## config.mk

```make
export PLATFORM = sky130hd
export DESIGN_NAME = adc_host_ctrl
export DESIGN_NICKNAME = d
export VERILOG_FILES = /design/src/rtl/adc_host_pkg.sv /design/src/rtl/adc_wake_timer.sv /design/src/rtl/adc_chan_pick.sv /design/src/rtl/adc_result_bank.sv /design/src/rtl/adc_host_ctrl.sv
export SDC_FILE = /design/constraint.sdc
export NUM_CORES = 1
export LEC_CHECK = 0
export CORE_ASPECT_RATIO = 0.8
export CORE_UTILIZATION = 40
export CTS_CLUSTER_DIAMETER = 40
export DETAILED_ROUTE_END_ITERATION = 8
export HOLD_SLACK_MARGIN = 0.06
export PLACE_DENSITY = 0.7
export SYNTH_ARGS = -nofsm -noshare
export SYNTH_HDL_FRONTEND = slang
export SYNTH_SLANG_ARGS = --single-unit
export TNS_END_PERCENT = 100
```

## constraint.sdc

```tcl
create_clock -name clk -period 2.8 [get_ports clk]
set_clock_uncertainty 0.15 [all_clocks]
set_input_delay 0.28 -clock clk [delete_from_list [all_inputs] [get_ports clk]]
set_output_delay 0.28 -clock clk [all_outputs]
set_load 0.05 [all_outputs]
```

## src/rtl/adc_host_pkg.sv

```systemverilog
`timescale 1ns/1ps
package adc_host_pkg;

  typedef enum logic [3:0] {
    SQ_IDLE, SQ_WR_SU, SQ_WR_LO, SQ_WR_HD, SQ_CONV,
    SQ_WAIT_BHI, SQ_WAIT_EVT, SQ_RD_LO, SQ_RD_GAP, SQ_DONE
  } seq_state_t;

  // Round a nanosecond minimum up to whole clock cycles, at least one.
  function automatic int ns_to_cyc(input int t_ns, input int clk_ns);
    int c;
    c = (t_ns + clk_ns - 1) / clk_ns;
    if (c < 1) c = 1;
    return c;
  endfunction

  function automatic int imax(input int a, input int b);
    return (a > b) ? a : b;
  endfunction

endpackage

```

## src/rtl/adc_wake_timer.sv

```systemverilog
`timescale 1ns/1ps
module adc_wake_timer #(
  parameter int WAKE_CYC = 100
) (
  input  logic clk,
  input  logic rst,
  input  logic wake_i,
  output logic stby_o,
  output logic awake_o
);
  localparam int WW = $clog2(WAKE_CYC + 1);

  logic [WW-1:0] cnt_q;

  always_ff @(posedge clk) begin
    if (rst) begin
      stby_o <= 1'b0;
      cnt_q  <= '0;
    end else begin
      stby_o <= wake_i;
      if (wake_i && !stby_o)
        cnt_q <= WW'(WAKE_CYC);
      else if (cnt_q != '0)
        cnt_q <= cnt_q - 1'b1;
    end
  end

  assign awake_o = stby_o && (cnt_q == '0);

  // the run line rising never counts as already awake
  assert_wake_wait_R2: assert property (@(posedge clk) disable iff (rst)
    $rose(stby_o) |-> !awake_o);

endmodule

```

## src/rtl/adc_chan_pick.sv

```systemverilog
`timescale 1ns/1ps
module adc_chan_pick #(
  parameter int NCH = 4,
  parameter int IW  = (NCH > 1) ? $clog2(NCH) : 1
) (
  input  logic [NCH-1:0] mask_i,
  output logic [IW-1:0]  idx_o,
  output logic           any_o
);
  logic [NCH:0]   below;
  logic [NCH-1:0] lowest;

  assign below[0] = 1'b0;

  generate
    for (genvar i = 0; i < NCH; i++) begin : g_pri
      assign lowest[i]   = mask_i[i] & ~below[i];
      assign below[i+1]  = below[i] | mask_i[i];
    end
  endgenerate

  always_comb begin
    idx_o = '0;
    for (int i = 0; i < NCH; i++)
      if (lowest[i]) idx_o = IW'(i);
  end

  assign any_o = below[NCH];

  // exactly one channel is chosen whenever any is pending
  always_comb begin
    if (any_o) begin
      assert_one_pick_R7: assert ($onehot0(lowest) && (lowest != '0));
    end
  end

endmodule

```

## src/rtl/adc_result_bank.sv

```systemverilog
`timescale 1ns/1ps
module adc_result_bank #(
  parameter int NCH = 4,
  parameter int DW  = 12,
  parameter int IW  = 2
) (
  input  logic              clk,
  input  logic              rst,
  input  logic              we_i,
  input  logic [IW-1:0]     idx_i,
  input  logic [DW-1:0]     data_i,
  output logic [NCH*DW-1:0] flat_o
);
  logic [DW-1:0] mem_q [NCH];

  always_ff @(posedge clk) begin
    if (rst) begin
      for (int i = 0; i < NCH; i++) mem_q[i] <= '0;
    end else if (we_i) begin
      mem_q[idx_i] <= data_i;
    end
  end

  generate
    for (genvar i = 0; i < NCH; i++) begin : g_out
      assign flat_o[i*DW +: DW] = mem_q[i];
    end
  endgenerate

endmodule

```

## src/rtl/adc_host_ctrl.sv

```systemverilog
`timescale 1ns/1ps
module adc_host_ctrl
  import adc_host_pkg::*;
#(
  parameter int NCH       = 4,
  parameter int DW        = 12,
  parameter int CLK_NS    = 20,
  parameter int WR_SU_NS  = 5,
  parameter int WR_LO_NS  = 20,
  parameter int WR_HD_NS  = 5,
  parameter int CONV_NS   = 40,
  parameter int RD_LO_NS  = 35,
  parameter int RD_ACC_NS = 35,
  parameter int RD_GAP_NS = 10,
  parameter int WAKE_NS   = 2000
) (
  input  logic              clk,
  input  logic              rst,
  input  logic              wake_i,
  input  logic              start_i,
  input  logic              mode_i,
  input  logic [NCH-1:0]    chan_mask_i,
  input  logic [DW-1:0]     db_i,
  input  logic              eoc_n_i,
  input  logic              busy_i,
  input  logic              frstdata_i,
  output logic              stby_o,
  output logic              cs_n_o,
  output logic              rd_n_o,
  output logic              wr_n_o,
  output logic              convst_o,
  output logic [NCH-1:0]    db_o,
  output logic              db_oe_o,
  output logic [NCH*DW-1:0] result_o,
  output logic              done_o,
  output logic              align_err_o,
  output logic              active_o
);
  localparam int SU_C   = ns_to_cyc(WR_SU_NS, CLK_NS);
  localparam int WR_C   = ns_to_cyc(WR_LO_NS, CLK_NS);
  localparam int HD_C   = ns_to_cyc(WR_HD_NS, CLK_NS);
  localparam int CV_C   = ns_to_cyc(CONV_NS, CLK_NS);
  localparam int RD_C   = imax(ns_to_cyc(RD_LO_NS, CLK_NS), ns_to_cyc(RD_ACC_NS, CLK_NS));
  localparam int GAP_C  = ns_to_cyc(RD_GAP_NS, CLK_NS);
  localparam int WAKE_C = ns_to_cyc(WAKE_NS, CLK_NS);
  localparam int MAXC   = imax(imax(imax(SU_C, WR_C), imax(HD_C, CV_C)), imax(RD_C, GAP_C));
  localparam int TW     = $clog2(MAXC + 1);
  localparam int IW     = (NCH > 1) ? $clog2(NCH) : 1;

  seq_state_t     st_q, st_d;
  logic [TW-1:0]  t_q, t_d;
  logic [NCH-1:0] rem_q;
  logic           mode_q, first_q, pend_q, eoc_q, evt_q, evt_d;
  logic           awake, leave_idle, store, eoc_fall, consume;
  logic [IW-1:0]  pick_idx;
  logic           pick_any;

  adc_wake_timer #(.WAKE_CYC(WAKE_C)) u_wake (
    .clk(clk), .rst(rst), .wake_i(wake_i), .stby_o(stby_o), .awake_o(awake));

  adc_chan_pick #(.NCH(NCH), .IW(IW)) u_pick (
    .mask_i(rem_q), .idx_o(pick_idx), .any_o(pick_any));

  adc_result_bank #(.NCH(NCH), .DW(DW), .IW(IW)) u_bank (
    .clk(clk), .rst(rst), .we_i(store), .idx_i(pick_idx), .data_i(db_i), .flat_o(result_o));

  assign eoc_fall = eoc_q && !eoc_n_i && (st_q != SQ_IDLE);

  always_comb begin
    st_d       = st_q;
    t_d        = (t_q != '0) ? t_q - 1'b1 : '0;
    leave_idle = 1'b0;
    store      = 1'b0;
    consume    = 1'b0;
    unique case (st_q)
      SQ_IDLE: if (pend_q && awake) begin
        leave_idle = 1'b1;
        if (chan_mask_i == '0) st_d = SQ_DONE;
        else begin st_d = SQ_WR_SU; t_d = TW'(SU_C - 1); end
      end
      SQ_WR_SU: if (t_q == '0) begin st_d = SQ_WR_LO; t_d = TW'(WR_C - 1); end
      SQ_WR_LO: if (t_q == '0) begin st_d = SQ_WR_HD; t_d = TW'(HD_C - 1); end
      SQ_WR_HD: if (t_q == '0) begin st_d = SQ_CONV;  t_d = TW'(CV_C - 1); end
      SQ_CONV:  if (t_q == '0) st_d = SQ_WAIT_BHI;
      SQ_WAIT_BHI: if (busy_i) st_d = SQ_WAIT_EVT;
      SQ_WAIT_EVT: begin
        if (mode_q ? !busy_i : (evt_q || eoc_fall)) begin
          consume = !mode_q;
          st_d    = SQ_RD_LO;
          t_d     = TW'(RD_C - 1);
        end
      end
      SQ_RD_LO: if (t_q == '0) begin
        store = 1'b1;
        st_d  = SQ_RD_GAP;
        t_d   = TW'(GAP_C - 1);
      end
      SQ_RD_GAP: if (t_q == '0) st_d = pick_any ? SQ_WAIT_EVT : SQ_DONE;
      SQ_DONE:  st_d = SQ_IDLE;
      default:  st_d = SQ_IDLE;
    endcase
    evt_d = consume ? (evt_q && eoc_fall) : (evt_q || eoc_fall);
    if (leave_idle) evt_d = 1'b0;
  end

  always_ff @(posedge clk) begin
    if (rst) begin
      st_q        <= SQ_IDLE;
      t_q         <= '0;
      rem_q       <= '0;
      mode_q      <= 1'b0;
      first_q     <= 1'b0;
      pend_q      <= 1'b0;
      eoc_q       <= 1'b1;
      evt_q       <= 1'b0;
      db_o        <= '0;
      cs_n_o      <= 1'b1;
      rd_n_o      <= 1'b1;
      wr_n_o      <= 1'b1;
      convst_o    <= 1'b0;
      db_oe_o     <= 1'b0;
      done_o      <= 1'b0;
      active_o    <= 1'b0;
      align_err_o <= 1'b0;
    end else begin
      st_q   <= st_d;
      t_q    <= t_d;
      eoc_q  <= eoc_n_i;
      evt_q  <= evt_d;
      pend_q <= start_i | (pend_q & ~leave_idle);
      if (leave_idle) begin
        rem_q   <= chan_mask_i;
        mode_q  <= mode_i;
        first_q <= 1'b1;
        db_o    <= chan_mask_i;
      end
      if (store) begin
        rem_q[pick_idx] <= 1'b0;
        first_q         <= 1'b0;
        if (first_q && !frstdata_i) align_err_o <= 1'b1;
      end
      cs_n_o   <= !(st_d inside {SQ_WR_SU, SQ_WR_LO, SQ_WR_HD, SQ_RD_LO});
      wr_n_o   <= (st_d != SQ_WR_LO);
      rd_n_o   <= (st_d != SQ_RD_LO);
      convst_o <= (st_d == SQ_CONV);
      db_oe_o  <= (st_d inside {SQ_WR_SU, SQ_WR_LO, SQ_WR_HD});
      done_o   <= (st_d == SQ_DONE);
      active_o <= (st_d != SQ_IDLE);
    end
  end

  // Width of each read strobe, counted for the checker below.
  logic [TW:0] rd_lo_cnt;
  always_ff @(posedge clk) begin
    if (rst || rd_n_o) rd_lo_cnt <= '0;
    else if (rd_lo_cnt != '1) rd_lo_cnt <= rd_lo_cnt + 1'b1;
  end

  assert_rd_width_R3: assert property (@(posedge clk) disable iff (rst)
    $rose(rd_n_o) |-> (rd_lo_cnt >= (TW+1)'(RD_C)));
  assert_rd_sel_R3: assert property (@(posedge clk) disable iff (rst)
    !rd_n_o |-> !cs_n_o);
  assert_no_overlap_R4: assert property (@(posedge clk) disable iff (rst)
    !(!rd_n_o && !wr_n_o));
  assert_wr_data_R1: assert property (@(posedge clk) disable iff (rst)
    $rose(wr_n_o) |-> ($stable(db_o) && db_oe_o && !cs_n_o && rd_n_o));
  assert_conv_awake_R2: assert property (@(posedge clk) disable iff (rst)
    $rose(convst_o) |-> stby_o);
  assert_done_pulse_R9: assert property (@(posedge clk) disable iff (rst)
    done_o |=> !done_o);
  assert_err_sticky_R8: assert property (@(posedge clk) disable iff (rst)
    align_err_o |=> align_err_o);

endmodule

```

==> results.md <==
* Final Wtd Congestion at 0.871
* Sequential area share after synthesis at around 63%
* Critical path startpoint: st_q[1]$_SDFF_PP0_
* Clk buf depth at 2
* Hold WC Path Type: reg -> reg
* Drt total wl at 8180 um
* Cts hold-fix bufs at 0
* Die area at 8890 um2
* CP Data Arrival Time at 2600 ps
* Critical Path End Type: flip-flop
* Root Driver: clkbuf_8
* Max-cap violations at 0
* Boundary Pins at 85
* All-Layer GR Usage at 19.2%
* Endpoints failing setup at 0
* Status: finished clean
* Via density at 5.04
* Detailed-route DRC error count at 0
* Clock latency on the worst-skew pair at around 350 ps
* Initial antenna violation count at 0
* Via count of the routed design at 2611
* Slew HR at 48.3%
* Share of layout cells above drive strength 1 at 8.78%
* Ys Warns at 0
* HPWL Detailed at 6010 um
* Fin crit share at 90.7%
* First-pass GRT wire length at 13100 um
* Worst Setup Path Type: reg -> reg
* Final antenna-violating net count at 0
* Final Non-Filler Cells at 518
* Cells after Synth at 313
* Max rail drop VDD at 0.000329 V
* First-pass DRT Iterations at 4
* CTS clk-pin slew, worst paths at 90 ps
* Routed WL per cell at between 15 and 20 um
* Clk sinks at 83
* Height of the die at 84.5 um
* Placed insts at 503
* Ys flop type: edfxtp_1
* Vias in the first global route at ~2500
* Port Buf Inserts at 84
* Crit start category: flip-flop
* Iteration-0 DRC Markers at 130
* # rows at 29
* Core ar. at 8090 um2
* Filler instances at a little under 700
* Pwr/cell area at about 650 nW/um2
* Netlist Area Pre-Place at 3410 um2
* Static Leakage at 1.69 nW
* Worst Tran Pin Value at 773 ps
* FF+latch area at 2140 um2
* Initial Util at a little over two fifths
* Syn Area/Cell at around 11 um2
* Critical path required time at roughly 2900 ps
* Setup TNS at 0 ps
* Final min period at about 2500 ps
* Multi-input gate area at roughly 1100 um2
* RSZ-0062 raised after global routing: false
* Postcts setup bufs at 0
* CTS resizes at 0
* Final Max Tran Viols at 0
* Synth cell types at 57
* CP max FO at 15
* Most frequent cells in the layout: clkdlybuf4s50_1 (84), edfxtp_1 (48), nor2_1 (46), nand2_1 (37), dfxtp_1 (35)
* Hold path startpoint: db_o[2]$_SDFFE_PP0P_
* CTS Buf Count at 9
* Post-synth EDFFs at 48
* CTS H-Tree Depth at 3
* Nets at approximately 430
* # diodes at 0
* Synthesized Nets at 339
* Pin count of the biggest net entering global routing at 20
* #FFs+latches synth at 83
* Area Overhead vs Synth at 34.7%
* Total gr overflow at 0
* Most common cell after layout, fill and taps aside: clkdlybuf4s50_1
* CTS tree: built
* Die width at 105 um
* Fmax at approximately 400 MHz
* Worst R2R Start: st_q[1]$_SDFF_PP0_
* Hold Vio Cnt, Final at 0
* Asr flop ratio synth at 0%
## Yosys cell counts (3+ instances only)
| cell type | count | share of area (%) |
|---|---|---|
| nor3_1 | 8 | 1.2 |
| dfxtp_1 | 35 | 21 |
| nand3b_1 | 3 | 0.66 |
| or2_2 | 3 | 0.55 |
| nand2b_1 | 9 | 1.7 |
| edfxtp_1 | 48 | 42 |
| nor2b_1 | 7 | 1.3 |
| clkbuf_1 | 10 | 1.1 |
| nor2_1 | 46 | 5.1 |
| a21oi_1 | 18 | 2.6 |
| and2_1 | 12 | 2.2 |
| inv_1 | 19 | 2.1 |
| nand2_1 | 37 | 4.1 |
| a31oi_1 | 3 | 0.55 |
## cell type report
| class | count | area share [%] |
|---|---|---|
| clock buffers | 10 | 2.78 |
| clock inverters | 5 | 1.20 |
| inverters | 19 | 1.55 |
| multi-input cells | 198 | 24.7 |
| flip-flops and latches | 83 | 46.7 |
| well taps | 108 | 2.94 |
| repair buffers | 95 | 20.1 |
## state kept, by name, indices dropped and copies added (netlist names)
name,count
done_o,1
u_wake.stby_o,1
mode_q,1
evt_q,1
rem_q,4
db_o,4
db_oe_o,1
active_o,1
pend_q,1
convst_o,1
t_q,2
st_q,4
align_err_o,1
rd_n_o,1
u_wake.cnt_q,7
wr_n_o,1
cs_n_o,1
first_q,1
u_bank.mem_q,48
eoc_q,1
## metrics by stage
step	utilization [%]	cell area, um2	hold WS (ps)	total power, mW	setup slack, ps
after floorplan	-	3410	216	1.98	576
after global placement	54.5	4410	290	2.18	320
final	56.7	4590	307	2.98	259
after CTS	56.7	4590	314	2.99	298
after global routing	56.7	4590	324	3.11	2.07
after detailed placement	54.5	4410	302	2.19	316
## logic make-up (layout without fill, tap and decap cells)
logic type | count (synthesis) | in the layout | share of synthesized area, %
compound gates | 40 | 40 | 8.04
mux | 3 | 3 | 0.918
simple gates | 149 | 149 | 22.6
buf+inv | 32 | 129 | 3.78
fa+ha+maj | 2 | 2 | 0.734
xor+xnor | 4 | 4 | 1.03
flops | 83 | 83 | 62.9
## worst max-delay path: stages, from the launching register on
cell and delay (ps):
dfxtp_1 580, nor4bb_1 480, nand2_1 130, nor2_1 610, nand2_1 280, nor2_1 160
## layer usage
| layer | GRT usage (%) | part of all wire [%] |
|---|---|---|
| met2 | 27.9 | 45 |
| met4 | 6.53 | 1.6 |
| met5 | 0 | 0 |
| met1 | 27.7 | 48 |
| met3 | 5.20 | 5.3 |
## power by group
group | total (mW) | internal, mW | switching, mW | leakage (nW)
registers | 1.45 | 1.37 | 0.0750 | 0.781
clock network | 0.816 | 0.404 | 0.413 | 0.0859
logic | 0.716 | 0.296 | 0.420 | 0.828
total | 2.98 | 2.07 | 0.907 | 1.69
## worst paths after layout
kind / end / slack [ps] / cells after the start
min: db_o[2]$_SDFFE_PP0P_ / 310 / 2
min reg2reg: db_o[2]$_SDFFE_PP0P_ / 310 / 2
max reg2reg: u_bank.mem_q[2][6]$_SDFFCE_PN0P_ / 260 / 5
max: u_bank.mem_q[2][6]$_SDFFCE_PN0P_ / 260 / 5
No activity file was read; power rests on OpenSTA's default activity.
